--- src/rtl/win_alarm_pkg.sv ---
package win_alarm_pkg;
   localparam int ADDR_CFG  = 0;
   localparam int ADDR_MASK = 1;
   localparam int ADDR_STAT = 2;
   localparam int ADDR_GEN  = 3;
   localparam int ADDR_LIM0 = 4;

   function automatic int addr_bits(input int nch);
      return $clog2(ADDR_LIM0 + 2 * nch);
   endfunction

   function automatic int ch_bits(input int nch);
      return (nch > 1) ? $clog2(nch) : 1;
   endfunction
endpackage

--- src/rtl/wam_limits.sv ---
module wam_limits #(
   parameter int NUM_CH = 8,
   parameter int DATA_W = 12,
   parameter int ADDR_W = 5,
   parameter int REG_W  = 16
) (
   input  logic                     clk,
   input  logic                     rst_n,
   input  logic                     wr,
   input  logic [ADDR_W-1:0]        addr,
   input  logic [REG_W-1:0]         wdata,
   output logic [NUM_CH*DATA_W-1:0] lo_flat,
   output logic [NUM_CH*DATA_W-1:0] hi_flat
);
   import win_alarm_pkg::*;

   for (genvar i = 0; i < NUM_CH; i++) begin : g_ch
      localparam logic [ADDR_W-1:0] LO_ADDR = ADDR_W'(ADDR_LIM0 + 2 * i);
      localparam logic [ADDR_W-1:0] HI_ADDR = ADDR_W'(ADDR_LIM0 + 2 * i + 1);
      logic [DATA_W-1:0] lo_q, hi_q;

      always_ff @(posedge clk or negedge rst_n) begin
         if (!rst_n) begin
            lo_q <= '0;
            hi_q <= '1;
         end else if (wr) begin
            if (addr == LO_ADDR) lo_q <= wdata[DATA_W-1:0];
            if (addr == HI_ADDR) hi_q <= wdata[DATA_W-1:0];
         end
      end

      assign lo_flat[i*DATA_W +: DATA_W] = lo_q;
      assign hi_flat[i*DATA_W +: DATA_W] = hi_q;
   end
endmodule

--- src/rtl/wam_compare.sv ---
module wam_compare #(
   parameter int NUM_CH = 8,
   parameter int DATA_W = 12,
   parameter int CH_W   = 3
) (
   input  logic                     clk,
   input  logic                     rst_n,
   input  logic                     res_valid,
   input  logic [CH_W-1:0]          res_ch,
   input  logic [DATA_W-1:0]        res_value,
   input  logic [NUM_CH*DATA_W-1:0] lo_flat,
   input  logic [NUM_CH*DATA_W-1:0] hi_flat,
   output logic [NUM_CH-1:0]        set_vec,
   output logic [NUM_CH-1:0]        cond_nxt,
   output logic                     oor_hit
);
   logic [NUM_CH-1:0] cond_q;

   for (genvar i = 0; i < NUM_CH; i++) begin : g_win
      logic hit, below, above;
      assign hit   = res_valid && (res_ch == CH_W'(i));
      assign below = res_value < lo_flat[i*DATA_W +: DATA_W];
      assign above = res_value > hi_flat[i*DATA_W +: DATA_W];
      assign set_vec[i]  = hit && (below || above);
      assign cond_nxt[i] = hit ? (below || above) : cond_q[i];
   end

   assign oor_hit = |set_vec;

   always_ff @(posedge clk or negedge rst_n) begin
      if (!rst_n) cond_q <= '0;
      else        cond_q <= cond_nxt;
   end
endmodule

--- src/rtl/wam_alarm.sv ---
module wam_alarm #(
   parameter int NUM_CH = 8
) (
   input  logic              clk,
   input  logic              rst_n,
   input  logic [NUM_CH-1:0] set_vec,
   input  logic [NUM_CH-1:0] cond_nxt,
   input  logic [NUM_CH-1:0] mask,
   input  logic              latch_dis,
   input  logic              stat_clr,
   input  logic              gen_clr,
   output logic [NUM_CH-1:0] stat_q,
   output logic              glob_q,
   output logic              pin_q
);
   logic ev_any, ev_pin, lvl_any, lvl_pin;

   assign ev_any  = |set_vec;
   assign ev_pin  = |(set_vec & ~mask);
   assign lvl_any = |cond_nxt;
   assign lvl_pin = |(cond_nxt & ~mask);

   always_ff @(posedge clk or negedge rst_n) begin
      if (!rst_n) begin
         stat_q <= '0;
         glob_q <= 1'b0;
         pin_q  <= 1'b0;
      end else begin
         stat_q <= (stat_clr ? '0 : stat_q) | set_vec;
         if (latch_dis) begin
            glob_q <= lvl_any;
            pin_q  <= lvl_pin;
         end else begin
            glob_q <= (glob_q && !gen_clr) || ev_any;
            pin_q  <= (pin_q  && !gen_clr) || ev_pin;
         end
      end
   end
endmodule

--- src/rtl/win_alarm_mon.sv ---
module win_alarm_mon #(
   parameter int NUM_CH = 8,
   parameter int DATA_W = 12,
   parameter int REG_W  = 16,
   parameter int ADDR_W = win_alarm_pkg::addr_bits(NUM_CH),
   parameter int CH_W   = win_alarm_pkg::ch_bits(NUM_CH)
) (
   input  logic              clk,
   input  logic              rst_n,
   input  logic              reg_wr,
   input  logic              reg_rd,
   input  logic [ADDR_W-1:0] reg_addr,
   input  logic [REG_W-1:0]  reg_wdata,
   output logic [REG_W-1:0]  reg_rdata,
   input  logic              res_valid,
   input  logic [CH_W-1:0]   res_ch,
   input  logic [DATA_W-1:0] res_value,
   output logic              alarm_o
);
   import win_alarm_pkg::*;

   if (REG_W < DATA_W || REG_W < NUM_CH) begin : g_bad_regw
      $error("REG_W must hold a limit and a full mask");
   end
   if (ADDR_W < addr_bits(NUM_CH)) begin : g_bad_addrw
      $error("ADDR_W too small for the register map");
   end
   if (CH_W < ch_bits(NUM_CH)) begin : g_bad_chw
      $error("CH_W too small for NUM_CH");
   end

   logic                     latch_dis_q;
   logic [NUM_CH-1:0]        mask_q;
   logic [NUM_CH*DATA_W-1:0] lo_flat, hi_flat;
   logic [NUM_CH-1:0]        set_vec, cond_nxt, stat_q;
   logic                     oor_hit, glob_q, stat_clr, gen_clr;
   logic [REG_W-1:0]         rd_d;

   assign stat_clr = reg_rd && (reg_addr == ADDR_W'(ADDR_STAT));
   assign gen_clr  = reg_rd && (reg_addr == ADDR_W'(ADDR_GEN));

   always_ff @(posedge clk or negedge rst_n) begin
      if (!rst_n) begin
         latch_dis_q <= 1'b0;
         mask_q      <= '0;
      end else if (reg_wr) begin
         if (reg_addr == ADDR_W'(ADDR_CFG))  latch_dis_q <= reg_wdata[0];
         if (reg_addr == ADDR_W'(ADDR_MASK)) mask_q      <= reg_wdata[NUM_CH-1:0];
      end
   end

   wam_limits #(.NUM_CH(NUM_CH), .DATA_W(DATA_W), .ADDR_W(ADDR_W), .REG_W(REG_W)) u_lim (
      .clk(clk), .rst_n(rst_n), .wr(reg_wr), .addr(reg_addr), .wdata(reg_wdata),
      .lo_flat(lo_flat), .hi_flat(hi_flat)
   );

   wam_compare #(.NUM_CH(NUM_CH), .DATA_W(DATA_W), .CH_W(CH_W)) u_cmp (
      .clk(clk), .rst_n(rst_n), .res_valid(res_valid), .res_ch(res_ch),
      .res_value(res_value), .lo_flat(lo_flat), .hi_flat(hi_flat),
      .set_vec(set_vec), .cond_nxt(cond_nxt), .oor_hit(oor_hit)
   );

   wam_alarm #(.NUM_CH(NUM_CH)) u_alm (
      .clk(clk), .rst_n(rst_n), .set_vec(set_vec), .cond_nxt(cond_nxt),
      .mask(mask_q), .latch_dis(latch_dis_q), .stat_clr(stat_clr), .gen_clr(gen_clr),
      .stat_q(stat_q), .glob_q(glob_q), .pin_q(alarm_o)
   );

   always_comb begin
      rd_d = '0;
      if (reg_addr == ADDR_W'(ADDR_CFG))  rd_d[0] = latch_dis_q;
      if (reg_addr == ADDR_W'(ADDR_MASK)) rd_d[NUM_CH-1:0] = mask_q;
      if (reg_addr == ADDR_W'(ADDR_STAT)) rd_d[NUM_CH-1:0] = stat_q;
      if (reg_addr == ADDR_W'(ADDR_GEN))  rd_d[0] = glob_q;
      for (int i = 0; i < NUM_CH; i++) begin
         if (reg_addr == ADDR_W'(ADDR_LIM0 + 2 * i))
            rd_d[DATA_W-1:0] = lo_flat[i*DATA_W +: DATA_W];
         if (reg_addr == ADDR_W'(ADDR_LIM0 + 2 * i + 1))
            rd_d[DATA_W-1:0] = hi_flat[i*DATA_W +: DATA_W];
      end
   end

   always_ff @(posedge clk or negedge rst_n) begin
      if (!rst_n)      reg_rdata <= '0;
      else if (reg_rd) reg_rdata <= rd_d;
   end
endmodule

--- config.mk ---
export PLATFORM = sky130hd
export DESIGN_NAME = win_alarm_mon
export DESIGN_NICKNAME = d
export VERILOG_FILES = /design/src/rtl/win_alarm_pkg.sv /design/src/rtl/wam_limits.sv /design/src/rtl/wam_compare.sv /design/src/rtl/wam_alarm.sv /design/src/rtl/win_alarm_mon.sv
export SDC_FILE = /design/constraint.sdc
export NUM_CORES = 1
export LEC_CHECK = 0
export ABC_CLOCK_PERIOD_IN_PS = 2600
export BUFFER_PORTS_ARGS = -buffer_cell sky130_fd_sc_hd__clkbuf_2
export CAP_MARGIN = 20
export CORE_AREA = 8 8 186 188
export CTS_BUF_LIST = sky130_fd_sc_hd__clkbuf_2 sky130_fd_sc_hd__clkbuf_4 sky130_fd_sc_hd__clkbuf_8
export DETAILED_ROUTE_END_ITERATION = 6
export DIE_AREA = 0 0 194 196
export GPL_ROUTABILITY_DRIVEN = 0
export HOLD_SLACK_MARGIN = 0.08
export MAX_ROUTING_LAYER = met4
export PLACE_DENSITY_LB_ADDON = 0.25
export REMOVE_ABC_BUFFERS = 1
export SLEW_MARGIN = 20
export SYNTH_ARGS = -nofsm -noshare
export SYNTH_HDL_FRONTEND = slang
export SYNTH_SLANG_ARGS = --single-unit
export TNS_END_PERCENT = 50
--- constraint.sdc ---
create_clock -name clk -period 2.6 [get_ports clk]
set_input_delay 0 -clock clk [delete_from_list [all_inputs] [get_ports clk]]
set_output_delay 0 -clock clk [all_outputs]
set_load 0.05 [all_outputs]
==> qor.csv <==
metric,value,unit
status,"finished, violations left",
failing checks,setup timing,
Ys Warns,0,
antenna violations before repair,0,
Worst Tran Pin Value,0.746,ns
Worst setup EP type,register,
Routed Antenna Nets,0,
synthesis-to-finish area growth,16.8,%
# DRC,0,
Hold Worst Slack,0.108,ns
mapped cell area,15600,um^2
R2R Setup Slk,-0.18,ns
sequential-to-total area share from yosys stat,0.378,
Final setup viols,2,
Hold Crit Endpoint,u_lim.g_ch[5].hi_q[11],
"area leader, netlist",dfrtp_1,
# diodes,0,
"Clk pin slew, worst setup/hold paths",0.07,ns
final hold vios,0,
DIE WIDTH,194,um
CTS tree,yes,
f_max,359,MHz
post-DR vias/cell,6.18,
Unique masters post-synth,78,
CP Launch Type,register,
TritonCTS Sinks,231,
worst skew pair latency,0.57,ns
Initial Utilization,0.489,
die height,196,um
DIE AREA,38000,um^2
"Min Clock Period, post-route",2.78,ns
hold path cells,2,
Tcrit/Tclk final,1.07,
drt first pass iters,6,
nets,1922,
Mapped Cells,1527,
Worst Path Required,3.03,ns
"FF+latch count, synth",231,
largest cells by area after synthesis,"dfrtp_1, dfstp_2, ha_1",
Synth top area share,0.217,
layout cells sized above 1,0.344,
wire per inst,25.3,um
unrepaired setup endpoints after global routing,true,
clk_skew,0.0233,ns
Hold WC Path Type,in2reg,
vias in the first global route,13400,
Hold Crit Start,reg_wdata[11],
H-tree depth,2,
Worst Setup Path Type,reg2reg,
Iteration-0 DRC Markers,1293,
most common cell in the netlist,mux2_2,
I/O pin count,58,
Core Area,31900,um^2
GRT Total Usage,0.290,
reg-to-reg critical path endpoint,u_alm.pin_q,
Rel. slew slack,0.503,
number of buffers created by CTS,43,
num rows,66,
Crit Reg-Reg Startpoint,u_lim.g_ch[3].hi_q[5],
placed instance count,2049,
Synth top cells by count,"mux2_2, inv_1, ha_1",
Routed WL,54100,um
Port Buffers,49,
Worst VDD drop,0.000312,V
R2R cell count,10,
max-slew violations,0,
largest net degree at the start of global routing,58,
"Top FF cell, synth",dfrtp_1,
Post-synth EDFFs,0,
Vias,13200,
Pwr Total,12.4,mW
Leak,8.35,nW
Max Fanout on Critical Path,2,
Worst Slack Setup Final,-0.182,ns
Post-synth ARST share,1.00,
Power per Cell Area,683,nW/um^2
post-route insts no fill,2139,
max-capacitance violation count,0,
critical path arrival,3.21,ns
first-pass GRT wire length,82000,um
Max Root-Sink Buffers,3,
total grt overflow,0,
CTS root buffer,clkbuf_8,
Post-Syn Area per Cell,10.2,um^2
DP HPWL,39800,um
## power breakdown
| group | switching, mW | leakage [nW] | internal, mW | total, mW |
|---|---|---|---|---|
| combinational | 2.00 | 5.17 | 1.67 | 3.66 |
| sequential | 0.573 | 2.69 | 4.52 | 5.09 |
| clock | 1.61 | 0.493 | 2.08 | 3.69 |
| total | 4.18 | 8.35 | 8.27 | 12.4 |
## how the worst max path moves through the flow
stage / from / to / slack [ns] / depth (start not counted)
after floorplan: u_lim.g_ch[3].hi_q[7] / u_alm.pin_q / 0.05 / 10
after global placement: u_lim.g_ch[3].hi_q[7] / u_alm.pin_q / -0.16 / 10
after detailed placement: u_lim.g_ch[3].hi_q[7] / u_alm.pin_q / -0.30 / 10
after CTS: u_lim.g_ch[6].hi_q[1] / u_alm.pin_q / -0.14 / 10
after global routing: u_lim.g_ch[3].hi_q[7] / u_alm.pin_q / -0.28 / 10
final: u_lim.g_ch[3].hi_q[5] / u_alm.pin_q / -0.18 / 10
## metal layers
layer | routed length (um) | global-route usage
met2 | 23700 | 0.439
met1 | 22700 | 0.368
met3 | 4980 | 0.0658
met5 | 0 | -
met4 | 2730 | 0.135
## critical path: stages, from the launching register on
cell and delay (ns):
dfstp_2 0.53, inv_1 0.04, ha_1 0.27, and3_4 0.18
a221o_1 0.36, a221oi_4 0.40, a21boi_1 0.13, o21bai_2 0.14
o2111ai_1 0.17, o31ai_1 0.28, o221ai_1 0.16
## layout make-up
cell class	count	area [um^2]
Sequential cell	231	5900
Clock inverter	8	40.0
Multi-Input combinational cell	1036	8730
Timing Repair Buffer	188	1440
Clock buffer	71	858
Inverter	197	739
Fill cell	2760	13700
Tap cell	408	510
## sequential cells by signal, indices dropped and copies added (netlist names)
| name | cells |
|---|---|
| u_lim.g_ch.hi_q | 96 |
| u_lim.g_ch.lo_q | 96 |
| reg_rdata | 12 |
| mask_q | 8 |
| u_alm.stat_q | 8 |
| u_cmp.cond_q | 8 |
| latch_dis_q | 1 |
| u_alm.glob_q | 1 |
| u_alm.pin_q | 1 |
## placed cells by master (no fill, tap or decap), drive strengths merged, types with 5 or more instances in the layout
master       instances
dfrtp              135
ha                 184
a31oi               17
nand3               30
inv                197
dlygate4sd3         10
buf                130
a222oi               5
a21boi               5
a21o                29
and4                 6
a21oi               81
o211ai              16
o22ai               18
dfstp               96
and3                 5
or3                  8
o2111ai              7
a211oi              15
mux2i                9
nand2b              18
clkbuf             119
clkinv               8
o31ai                9
a221oi              15
nor2b               20
o21ai               53
nand4               29
nor2                46
nand2               81
a2111oi              6
a22o                 6
or2                  9
nor3                21
mux2               201
a211o                7
o21a                 6
a22oi               21
## logic make-up (layout without fill, tap and decap cells)
family                   Yosys count  in the layout  synth area share
AO/OA/AOI/OAI                    348            348             0.154
adder cells (fa/ha/maj)          184            184             0.148
buffers and inverters            263            464            0.0676
flip-flops                       231            231             0.378
multiplexers                     212            212             0.154
other                              1              4          0.000241
AND/OR/NAND/NOR                  288            288            0.0983
## per-stage QoR
stage / TNS, ns / util / cell area, um^2 / worst slack [ns]
floorplan: 0 / - / 15300 / 0.0519
global placement: -0.285 / 0.537 / 17100 / -0.160
detailed placement: -0.462 / 0.537 / 17100 / -0.297
CTS: -0.218 / 0.571 / 18200 / -0.137
global route: -0.484 / 0.572 / 18200 / -0.284
finish: -0.302 / 0.572 / 18200 / -0.182
## timing repair
item,4_1_cts,5_1_grt
hold buffers,11,0
pin swaps,4,2
setup buffers,0,0
endpoints found under the setup margin,2,5
resized for setup,9,3
hold endpoints to repair,176,0
Note: power is estimated with default switching activity, not from simulation.
